==> src/rtl/npc_pkg.sv <==
package npc_pkg;
  localparam int XLEN     = 32;
  localparam int OP_W     = 6;
  localparam int FN_W     = 6;
  localparam int IMM_W    = 16;
  localparam int JIDX_W   = 26;
  localparam int REGION_W = XLEN - JIDX_W - 2;
  localparam int SEXT_W   = XLEN - IMM_W - 2;

  localparam logic [OP_W-1:0] OPC_RTYPE = 6'd0;
  localparam logic [OP_W-1:0] OPC_J     = 6'd2;
  localparam logic [OP_W-1:0] OPC_JAL   = 6'd3;
  localparam logic [OP_W-1:0] OPC_BEQ   = 6'd4;
  localparam logic [OP_W-1:0] OPC_BNE   = 6'd5;
  localparam logic [FN_W-1:0] FN_JR     = 6'd8;

  typedef enum logic [1:0] {
    NXT_SEQ      = 2'd0,
    NXT_BRANCH   = 2'd1,
    NXT_PSEUDO   = 2'd2,
    NXT_INDIRECT = 2'd3
  } nxt_sel_e;

  function automatic logic [XLEN-1:0] seq_addr(input logic [XLEN-1:0] pc);
    return pc + XLEN'(4);
  endfunction

  function automatic logic [XLEN-1:0] br_addr(input logic [XLEN-1:0] pc4,
                                              input logic [IMM_W-1:0] imm);
    return pc4 + {{SEXT_W{imm[IMM_W-1]}}, imm, 2'b00};
  endfunction

  function automatic logic [XLEN-1:0] jmp_addr(input logic [XLEN-1:0] pc4,
                                               input logic [JIDX_W-1:0] idx);
    return {pc4[XLEN-1 -: REGION_W], idx, 2'b00};
  endfunction
endpackage

==> src/rtl/npc_decode.sv <==
module npc_decode
  import npc_pkg::*;
(
  input  logic [XLEN-1:0] instr,
  input  logic [XLEN-1:0] cmp_a,
  input  logic [XLEN-1:0] cmp_b,
  output nxt_sel_e        sel,
  output logic            br_taken
);
  logic [OP_W-1:0] opc;
  logic [FN_W-1:0] funct;
  logic            ops_equal;

  assign opc       = instr[XLEN-1 -: OP_W];
  assign funct     = instr[FN_W-1:0];
  assign ops_equal = (cmp_a == cmp_b);

  always_comb begin
    br_taken = 1'b0;
    sel      = NXT_SEQ;
    case (opc)
      OPC_BEQ: br_taken = ops_equal;
      OPC_BNE: br_taken = !ops_equal;
      OPC_J, OPC_JAL: sel = NXT_PSEUDO;
      OPC_RTYPE: if (funct == FN_JR) sel = NXT_INDIRECT;
      default: sel = NXT_SEQ;
    endcase
    if (br_taken) sel = NXT_BRANCH;
  end
endmodule

==> src/rtl/npc_targets.sv <==
module npc_targets
  import npc_pkg::*;
(
  input  logic [XLEN-1:0] pc,
  input  logic [XLEN-1:0] instr,
  output logic [XLEN-1:0] seq_tgt,
  output logic [XLEN-1:0] br_tgt,
  output logic [XLEN-1:0] jmp_tgt
);
  assign seq_tgt = seq_addr(pc);
  assign br_tgt  = br_addr(seq_tgt, instr[IMM_W-1:0]);
  assign jmp_tgt = jmp_addr(seq_tgt, instr[JIDX_W-1:0]);
endmodule

==> src/rtl/npc_select.sv <==
module npc_select
  import npc_pkg::*;
(
  input  nxt_sel_e        sel,
  input  logic [XLEN-1:0] seq_tgt,
  input  logic [XLEN-1:0] br_tgt,
  input  logic [XLEN-1:0] jmp_tgt,
  input  logic [XLEN-1:0] reg_tgt,
  output logic [XLEN-1:0] next_pc
);
  always_comb begin
    case (sel)
      NXT_BRANCH:   next_pc = br_tgt;
      NXT_PSEUDO:   next_pc = jmp_tgt;
      NXT_INDIRECT: next_pc = reg_tgt;
      default:      next_pc = seq_tgt;
    endcase
  end
endmodule

==> src/rtl/npc_unit.sv <==
module npc_unit
  import npc_pkg::*;
#(
  parameter logic [31:0] RESET_VEC = 32'h0040_0000
) (
  input  logic        clk,
  input  logic        rst,
  input  logic [31:0] instr,
  input  logic [31:0] cmp_a,
  input  logic [31:0] cmp_b,
  input  logic [31:0] jreg_val,
  output logic [31:0] pc_o,
  output logic [31:0] link_o
);
  nxt_sel_e        sel_w;
  logic            br_taken_w;
  logic [XLEN-1:0] seq_w, br_w, jmp_w, next_w;
  logic [XLEN-1:0] pc_q;

  npc_decode u_dec (
    .instr(instr), .cmp_a(cmp_a), .cmp_b(cmp_b),
    .sel(sel_w), .br_taken(br_taken_w)
  );

  npc_targets u_tgt (
    .pc(pc_q), .instr(instr),
    .seq_tgt(seq_w), .br_tgt(br_w), .jmp_tgt(jmp_w)
  );

  npc_select u_sel (
    .sel(sel_w), .seq_tgt(seq_w), .br_tgt(br_w), .jmp_tgt(jmp_w),
    .reg_tgt(jreg_val), .next_pc(next_w)
  );

  always_ff @(posedge clk) begin
    if (rst) pc_q <= RESET_VEC;
    else     pc_q <= next_w;
  end

  assign pc_o   = pc_q;
  assign link_o = seq_w;
endmodule

==> config.mk <==
export PLATFORM = sky130hd
export DESIGN_NAME = npc_unit
export DESIGN_NICKNAME = d
export VERILOG_FILES = /design/src/rtl/npc_pkg.sv /design/src/rtl/npc_decode.sv /design/src/rtl/npc_targets.sv /design/src/rtl/npc_select.sv /design/src/rtl/npc_unit.sv
export SDC_FILE = /design/constraint.sdc
export NUM_CORES = 1
export LEC_CHECK = 0
export ABC_AREA = 1
export BUFFER_PORTS_ARGS = -buffer_cell sky130_fd_sc_hd__buf_2
export CORE_MARGIN = 2
export CORE_UTILIZATION = 25
export DETAILED_ROUTE_END_ITERATION = 6
export HOLD_SLACK_MARGIN = 0.05
export PLACE_DENSITY = 0.52
export SLEW_MARGIN = 10
export SYNTH_ARGS = -nofsm -noshare
export SYNTH_HDL_FRONTEND = slang
export SYNTH_HIERARCHICAL = 1
export SYNTH_SLANG_ARGS = --single-unit
==> constraint.sdc <==
create_clock -name clk -period 2.6 [get_ports clk]
set_input_delay 0.78 -clock clk [delete_from_list [all_inputs] [get_ports clk]]
set_output_delay 0.78 -clock clk [all_outputs]
set_load 0.005 [all_outputs]
==> summary.md, run 1 <==
| Metric | Value |
|---|---|
| Layout area overhead | `71.9%` |
| Cts hold-fix bufs | `0` |
| Wirelength per Cell | `15.6 um` |
| Worst r2r path cells | `18` |
| Starting Density | `about a quarter` |
| FMAX | `343 MHz` |
| First DRT Iteration DRCs | `between 400 and 500` |
| Pwr dens | `~230 mW/mm^2` |
| Initial antenna violation count | `4` |
| Antenna-violating nets left | `0` |
| Post-Synthesis Cells | `968` |
| Final Cell Area | `between 0.009 and 0.01 mm^2` |
| Delay-heaviest family, CP | `simple AND/OR/NAND/NOR gates` |
| I/O pin total | `just under 200` |
| Mapped Avg Cell Area | `approximately 5.8 um^2` |
| Worst Setup SP | `pc_o[2]` |
| Clk_skew | `between 0.006 and 0.007 ns` |
| Hold-critical path depth | `4` |
| Data arrival, critical path | `about 3 ns` |
| First-pass GRT wire length | `38400 um` |
| Critical path class | `register to register` |
| GPL Wtd Cong | `~0.9` |
| Clock tree buffer depth | `2` |
| Routed WL | `25200 um` |
| Via count | `roughly 7500` |
| Total GRT Usage | `between 20% and 30%` |
| TritonCTS clock tree | `yes` |
| DIE HEIGHT | `around 150 um` |
| Core ar. | `0.0220 mm^2` |
| Buf/Inv on CP | `5` |
| Minimum clock period | `about 2.9 ns` |
| Num CTS Buffers | `5` |
| Drt drc | `0` |
| Final nets | `approximately 1500` |
| Top cell by count, worst path | `nand4_1` |
| Clk slew on worst S/H paths | `about 0.060 ns` |
| Worst-path fanout max | `4` |
| RSZ-0062 raised after global routing | `true` |
| CTS root buf | `clkbuf_16` |
| Number of synthesis warnings | `6` |
| DR pass1 iterations | `5` |
| Status | `finished, violations left` |
| Number of max-cap violations | `0` |
| Max H-tree Level | `2` |
| Max transition margin | `57.2%` |
| Syn Std Cell Area | `0.00562 mm^2` |
| RR Endpoint | `pc_o[24]` |
| Fin. Hold Viols | `0` |
| Post-route setup slack | `-0.312 ns` |
| Chip width | `between 150 and 200 um` |
| Slowest stage delay, CP | `around 0.38 ns` |
| Crit-path cells | `ha_2 > nor3b_4 > nand2_4 > buf_6 > xor2_2 > inv_2 > ha_4 > nand2_4 > nor2_4 > buf_4 > buf_4 > nand4_1 > nand4_1 > nand2_1 > nand3_1 > nand4_1 > inv_1 > nor2_1` |
| Hold_ws | `0.598 ns` |
| CP Capture Point | `pc_o[24]` |
| CP startpoint kind | `register` |
| HP Class | `register to register` |
| Buffers on Ports | `about 190` |
| Period utilization | `112%` |
| Worst endpoint required time | `~2.8 ns` |
| CP max stage cell | `dfxtp_4` |
| Fraction of layout instances using a drive strength above 1 | `between 50% and 60%` |
| P_leak | `~5.1 nW` |
| HPWL after DPL | `around 21000 um` |
| Clock insertion delay at the later pin of the skew report | `just under 0.3 ns` |
| Number of clock sinks | `32` |
| Failing checks | `negative setup slack` |
| Worst path depth | `18` |
| FF-to-FF Start | `pc_o[2]` |
| Gr ovfl total | `0` |
| Area of the die | `roughly 0.024 mm^2` |
| Largest net degree at the start of global routing | `36` |
| CP Capture Type | `register` |
| Final slew viol count | `0` |
| Vias in the first global route | `roughly 7300` |
| VDD IR max | `about 0.00018 V` |
| Row count | `54` |
| Final setup violation count | `34` |
| Slew at the pin closest to its max-slew limit | `about 0.64 ns` |
| Largest register FFs | `32` |
| Via density per instance | `about 4.6` |
| Reg2reg setup slack | `-0.31 ns` |
| Dpl cell area | `0.00805 mm^2` |
[report_power, final]
group | leakage, nW | switching, mW | internal (mW)
registers | 0.270 | 0.0188 | 0.502
logic | 4.72 | 0.466 | 0.448
clock network | 0.0901 | 0.248 | 0.505
total | 5.08 | 0.732 | 1.45
[metal layers]
metal  GRT usage [%]  wire length [um]  vias up
li1                -                 -     3775
met2            38.6             12500      307
met3            3.41              1620       41
met4            6.72               825        2
met1            24.0             10300     3365
met5               0                13        -
[how the worst min path moves through the flow]
stage	startpoint	slack [ns]	to
CTS	pc_o[1]	0.60	pc_o[1]
floorplan	pc_o[0]	0.68	pc_o[0]
finish	pc_o[1]	0.60	pc_o[1]
global route	pc_o[1]	0.66	pc_o[1]
global placement	pc_o[1]	0.58	pc_o[1]
detailed placement	pc_o[1]	0.59	pc_o[1]
[tightest hold or removal path: cells and delay by family (launching register included)]
family | cells | cell delay, ns
buffers and inverters | 1 | 0.05
flip-flops | 1 | 0.34
AND/OR/NAND/NOR | 3 | 0.16
[stage by stage]
| step | instances | power [mW] | utilization, % | setup TNS [ns] | worst slack [ns] |
|---|---|---|---|---|---|
| 2_1_floorplan | 969 | 0.904 | - | 0 | 0.0130 |
| 3_3_place_gp | 1581 | 1.28 | 36.6 | -8.01 | -0.558 |
| 3_5_place_dp | 1581 | 1.28 | 36.6 | -8.29 | -0.577 |
| 4_1_cts | 1600 | 2.15 | 42.0 | -3.96 | -0.245 |
| 5_1_grt | 1616 | 2.30 | 44.0 | -10.28 | -0.459 |
| 6_report | 1618 | 2.19 | 44.0 | -4.98 | -0.312 |
[cell usage in the layout, fill, tap and decap left out, types with 5 or more instances in the layout]
master / count
nand2_1: 217
buf_4: 205
buf_2: 189
inv_1: 118
nand3_1: 112
nor2_1: 65
nand2_2: 48
nand4_1: 42
xnor2_1: 30
inv_2: 26
nand3_2: 23
xor2_1: 23
ha_4: 22
buf_6: 21
nor2_4: 21
nor2_2: 19
a21oi_2: 15
dfxtp_2: 14
nand2_4: 14
dfxtp_1: 11
ha_1: 9
xor2_2: 8
a21oi_4: 8
dfxtp_4: 7
a21oi_1: 7
nor3_4: 6
clkbuf_16: 5
buf_12: 5
[timing repair]
item	4_1_cts	5_1_grt
buffers inserted	13	15
setup endpoints to repair	40	44
gates resized for setup	206	87
pin swaps	81	48
[final cells by class]
type                            instances  area, um^2
Antenna cell                            3        7.51
Clock buffer                            7         153
Clock inverter                          1        30.0
Fill cell                            2308       12300
Inverter                              144         541
Multi-Input combinational cell        731        5080
Sequential cell                        32         684
Tap cell                              280         350
Timing Repair Buffer                  420        2820
Note: power is estimated with default switching activity, not from simulation.
==> run 2, diff against run 1 <==
--- a/config.mk
+++ b/config.mk
@@ -12,7 +12,7 @@
 export DETAILED_ROUTE_END_ITERATION = 6
 export HOLD_SLACK_MARGIN = 0.05
 export PLACE_DENSITY = 0.52
-export SLEW_MARGIN = 10
+export SLEW_MARGIN = 20
 export SYNTH_ARGS = -nofsm -noshare
 export SYNTH_HDL_FRONTEND = slang
 export SYNTH_HIERARCHICAL = 1
==> constraint.sdc (replaced) <==
create_clock -name clk -period 2.6 [get_ports clk]
set_input_delay 0.78 -clock clk [delete_from_list [all_inputs] [get_ports clk]]
set_output_delay 0.78 -clock clk [all_outputs]
set_load 0.05 [all_outputs]
==> summary.md, run 2 (synthesis results as in run 1) <==
| Metric | Value |
|---|---|
| Wirelength per Cell | `~16 um` |
| Detail Route met2 WL | `between 10000 and 15000 um` |
| Clk_skew | `between 0.009 and 0.01 ns` |
| HPWL after DPL | `approximately 21000 um` |
| Final Cell Area | `around 0.010 mm^2` |
| DIE HEIGHT | `roughly 150 um` |
| Final setup violation count | `between 40 and 50` |
| Setup Slack @ Placement | `-0.600 ns` |
| Cts hold-fix bufs | `0` |
| Inserted Diodes | `0` |
| Setup TNS | `-7.57 ns` |
| Data arrival, critical path | `3.16 ns` |
| Area of the die | `0.0237 mm^2` |
| Worst-path fanout max | `4` |
| Slew at the pin closest to its max-slew limit | `0.758 ns` |
| Status | `finished, violations left` |
| Vias in the first global route | `approximately 7400` |
| Worst endpoint required time | `around 2.8 ns` |
| Num CTS Buffers | `5` |
| Top cell by count, worst path | `nand2_2` |
| First-pass GRT wire length | `~40000 um` |
| Clk slew on worst S/H paths | `roughly 0.070 ns` |
| Via count | `7524` |
| Delay-heaviest family, CP | `simple AND/OR/NAND/NOR gates` |
| Clock tree buffer depth | `2` |
| Buf/Inv on CP | `5` |
| Routed WL | `around 26000 um` |
| Fraction of layout instances using a drive strength above 1 | `a little over half` |
| Layout area overhead | `82.2%` |
| Pwr dens | `roughly 210 mW/mm^2` |
| Number of clock sinks | `32` |
| Period utilization | `113%` |
| FMAX | `around 340 MHz` |
| CP max stage cell | `dfxtp_4` |
| Largest net degree at the start of global routing | `33` |
| Initial antenna violation count | `0` |
| I/O pin total | `194` |
| Antenna-violating nets left | `0` |
| Highest-count cells in the layout ignoring fill and taps | `nand2_1, buf_4, buf_2` |
| CP startpoint kind | `register` |
| Drt drc | `1` |
| Max H-tree Level | `2` |
| Met3 Wirelength | `1420 um` |
| Failing checks | `design-rule violations, negative setup slack` |
| Chip width | `154 um` |
| Fin. Hold Viols | `0` |
| First DRT Iteration DRCs | `a little under 400` |
| Starting Density | `25.6%` |
| VDD IR max | `between 0.0002 and 0.00025 V` |
| Critical path class | `register to register` |
| CP Capture Type | `register` |
| Filler cells | `roughly 2200` |
| Buffers on Ports | `between 150 and 200` |
| Slowest stage delay, CP | `approximately 0.38 ns` |
| Minimum clock period | `between 2 and 3 ns` |
| Crit-path cells | `ha_1 > nor3b_4 > buf_4 > buf_6 > buf_4 > xor2_4 > ha_4 > nand2_2 > nand2_2 > nand2_2 > nand2_4 > a21oi_2 > nand2_2 > buf_4 > a21oi_2 > nand2_1 > nand2_1 > nand3_2 > nand4_1 > inv_1 > nor2_1` |
| DR top layer | `met4` |
| Total GRT Usage | `about a fifth` |
| Post-route setup slack | `-0.333 ns` |
| Row count | `54` |
| Most common cell after layout, fill and taps aside | `nand2_1` |
| Largest register FFs | `32` |
| Finished Core Util | `between 40% and 50%` |
| P_leak | `around 5.2 nW` |
| TritonCTS clock tree | `yes` |
| Clock insertion delay at the later pin of the skew report | `around 0.29 ns` |
| HP Class | `register to register` |
| Max transition margin | `a little under 50%` |
| RSZ-0062 raised after global routing | `true` |
| Number of max-cap violations | `0` |
| WL met1 | `about 11000 um` |
| Final nets | `1508` |
| Via density per instance | `4.63` |
| DR pass1 iterations | `7` |
| Dpl cell area | `around 0.0084 mm^2` |
| Final slew viol count | `0` |
| CTS root buf | `clkbuf_16` |
| GPL Wtd Cong | `about 0.9` |
| Core ar. | `0.0220 mm^2` |
| Power Total | `between 2 and 2.5 mW` |
| Gr ovfl total | `0` |
## run 2: what timing repair did
action	CTS	global route
resized for setup	251	106
pin swaps	91	84
setup endpoints to repair	47	51
buffers inserted	17	23
## run 2: stage by stage
stage / cells / hold WS (ns)
detailed placement: 1583 / 0.603
global placement: 1583 / 0.584
global route: 1625 / 0.638
finish: 1625 / 0.615
CTS: 1608 / 0.615
floorplan: 969 / 0.851
## run 2: worst paths after layout
kind | endpoint | depth (start not counted) | start | slack, ns
worst max-delay path | pc_o[31] | 21 | pc_o[2] | -0.33
worst max register to register | pc_o[31] | 21 | pc_o[2] | -0.33
worst min register to register | pc_o[0] | 4 | pc_o[0] | 0.62
worst min-delay path | pc_o[0] | 4 | pc_o[0] | 0.62
## run 2: worst min-delay path, stage by stage, from the launching register on
cell	delay, ns
dfxtp_1	0.34
nand2_1	0.07
nand4_1	0.07
inv_1	0.06
nor2_1	0.04
## run 2: cell type report
type,instances,area [um^2],share of cell area (%)
repair buffers,430,3190,31.1
well taps,280,350,3.42
clock buffers,5,125,1.22
inverters,144,549,5.36
flip-flops and latches,32,688,6.71
multi-input cells,731,5330,52.0
clock inverters,3,13.8,0.134
## run 2: per-layer routing
layer  GRT usage [%]  vias to the layer above
met5               0                        -
met3            3.16                       36
met1            25.4                     3427
met2            38.7                      279
met4            6.41                        0
li1                -                     3782
## run 2: report_power, final
part / switching, mW / total [mW] / internal, mW
combinational: 0.579 / 1.06 / 0.477
sequential: 0.0177 / 0.518 / 0.500
clock: 0.260 / 0.609 / 0.349
total: 0.857 / 2.18 / 1.33
==> run 3, diff against run 2 <==
--- a/config.mk
+++ b/config.mk
@@ -11,7 +11,7 @@
 export CORE_UTILIZATION = 25
 export DETAILED_ROUTE_END_ITERATION = 6
 export HOLD_SLACK_MARGIN = 0.05
-export PLACE_DENSITY = 0.52
+export PLACE_DENSITY = 0.51
 export SLEW_MARGIN = 20
 export SYNTH_ARGS = -nofsm -noshare
 export SYNTH_HDL_FRONTEND = slang
==> constraint.sdc (replaced) <==
create_clock -name clk -period 2.9 [get_ports clk]
set_input_delay 0.87 -clock clk [delete_from_list [all_inputs] [get_ports clk]]
set_output_delay 0.87 -clock clk [all_outputs]
set_load 0.05 [all_outputs]
==> summary.md, run 3 (synthesis results as in run 1) <==
| Metric | Value |
|---|---|
| Via count | `a little over 7000` |
| HP Class | `register to register` |
| Most common cell after layout, fill and taps aside | `nand2_1` |
| TritonCTS clock tree | `yes` |
| Post-route setup slack | `-0.0848 ns` |
| Worst r2r path cells | `23` |
| HPWL after DPL | `20200 um` |
| Top cell by count, worst path | `nor2_4` |
| Hold-critical path depth | `4` |
| Slowest stage delay, CP | `roughly 0.39 ns` |
| Drt drc | `0` |
| Largest net degree at the start of global routing | `33` |
| Buf/Inv on CP | `4` |
| Highest-count cells in the layout ignoring fill and taps | `nand2_1, buf_2, buf_4` |
| Final setup violation count | `10` |
| Inserted Diodes | `0` |
| Pwr dens | `between 200 and 250 mW/mm^2` |
| Initial antenna violation count | `0` |
| Failing checks | `negative setup slack` |
| Clk slew on worst S/H paths | `0.06 ns` |
| GPL Wtd Cong | `~0.89` |
| First DRT Iteration DRCs | `between 500 and 600` |
| Status | `finished, violations left` |
| Fraction of layout instances using a drive strength above 1 | `roughly 49%` |
| Clock tree buffer depth | `2` |
| Worst path depth | `10` |
| Num CTS Buffers | `5` |
| Power Total | `approximately 2.0 mW` |
| Cts hold-fix bufs | `0` |
| Via density per instance | `about 4.6` |
| Area of the die | `approximately 0.024 mm^2` |
| Final Cell Area | `0.00948 mm^2` |
| Total GRT Usage | `between 20% and 30%` |
| Clock insertion delay at the later pin of the skew report | `roughly 0.29 ns` |
| CP Capture Type | `primary output` |
| First-pass GRT wire length | `37300 um` |
| Routed WL | `between 20000 and 25000 um` |
| Largest register FFs | `32` |
| CTS root buf | `clkbuf_16` |
| CP max stage cell | `dfxtp_4` |
| Antenna-violating nets left | `0` |
| P_leak | `between 4 and 5 nW` |
| Number of max-cap violations | `0` |
| Row count | `54` |
| DIE HEIGHT | `about 150 um` |
| Wirelength per Cell | `between 15 and 20 um` |
| Dpl cell area | `between 0.008 and 0.009 mm^2` |
| Core ar. | `0.0220 mm^2` |
| Data arrival, critical path | `approximately 2.1 ns` |
| Period utilization | `103%` |
| Buffers on Ports | `slightly below 200` |
| Crit-path cells | `clkinvlp_4 > nor2_4 > nand2_4 > nor3_4 > nand2_2 > nor2_4 > xor2_4 > buf_4 > buf_6 > buf_8` |
| VDD IR max | `roughly 0.00016 V` |
| I/O pin total | `between 150 and 200` |
| Delay-heaviest family, CP | `simple AND/OR/NAND/NOR gates` |
| Final nets | `~1400` |
| FMAX | `335 MHz` |
| Worst-path fanout max | `4` |
| Gr ovfl total | `0` |
| Max transition margin | `between 50% and 60%` |
| Number of clock sinks | `32` |
| Layout area overhead | `68.6%` |
| Starting Density | `25.6%` |
| DR pass1 iterations | `5` |
| Fin. Hold Viols | `0` |
| Max H-tree Level | `2` |
| Chip width | `around 150 um` |
| CP startpoint kind | `register` |
| Vias in the first global route | `between 6000 and 7000` |
| Critical path class | `register to primary output` |
| Filler cells | `between 2000 and 2500` |
| Minimum clock period | `just under 3 ns` |
| Worst endpoint required time | `just over 2 ns` |
| Slew at the pin closest to its max-slew limit | `0.731 ns` |
| RSZ-0062 raised after global routing | `true` |
| Final slew viol count | `0` |
| Clk_skew | `0.00715 ns` |
-- run 3: changes by cell type in the layout (fill, tap and decap cells not counted), sizes merged --
| cell | change |
|---|---|
| clkinv | -2 |
| clkinvlp | +1 |
| bufinv | +1 |
| buf | -58 |
| clkbuf | -1 |
-- run 3: worst reg2reg max path: cells and delay by family, from the launching register on --
family                   cells  cell delay [ns]
AO/OA/AOI/OAI                1             0.15
AND/OR/NAND/NOR             15             1.33
buffers and inverters        4             0.52
XOR/XNOR                     1             0.13
adder cells (fa/ha/maj)      2             0.35
flip-flops                   1             0.39
-- run 3: per-layer routing --
metal / global-route usage (%) / vias up / routed length, um
met3: 2.93 / 33 / 1400
met4: 5.30 / 0 / 572
met2: 36.5 / 251 / 12100
met5: 0 / - / 0
li1: - / 3671 / -
met1: 24.6 / 3315 / 10400
-- run 3: through the flow --
step / setup TNS, ns / std cells / utilization (%) / hold slack, ns / worst slack (ns)
floorplan: -4.76 / 969 / - / 0.918 / -0.350
global placement: -1.82 / 1534 / 36.5 / 0.583 / -0.309
detailed placement: -2.00 / 1534 / 36.5 / 0.589 / -0.346
CTS: -0.392 / 1550 / 39.6 / 0.603 / -0.0509
global route: -3.81 / 1566 / 43.2 / 0.657 / -0.277
finish: -0.394 / 1566 / 43.2 / 0.602 / -0.0848
-- run 3: report_power, final --
part	internal, mW	switching (mW)
Combinational	0.381	0.495
Sequential	0.451	0.0176
Clock	0.404	0.228
-- run 3: repair_timing --
action | 4_1_cts | 5_1_grt
buffers inserted | 8 | 19
setup endpoints to repair | 34 | 39
resized for setup | 107 | 167
pin swaps | 45 | 88
-- run 3: final timing paths --
path                            startpoint          to  slack, ns
worst min-delay path               pc_o[1]     pc_o[1]       0.60
worst max-delay path               pc_o[2]  link_o[23]      -0.08
worst min register to register     pc_o[1]     pc_o[1]       0.60
worst max register to register     pc_o[2]    pc_o[31]      -0.07
-- run 3: layout make-up --
cell class	instances	area, um^2	share of cell area (%)
Clock buffer	5	125	1.32
Clock inverter	3	42.5	0.449
Inverter	144	547	5.77
Multi-Input combinational cell	731	5110	54.0
Sequential cell	32	677	7.14
Tap cell	280	350	3.70
Timing Repair Buffer	371	2620	27.7
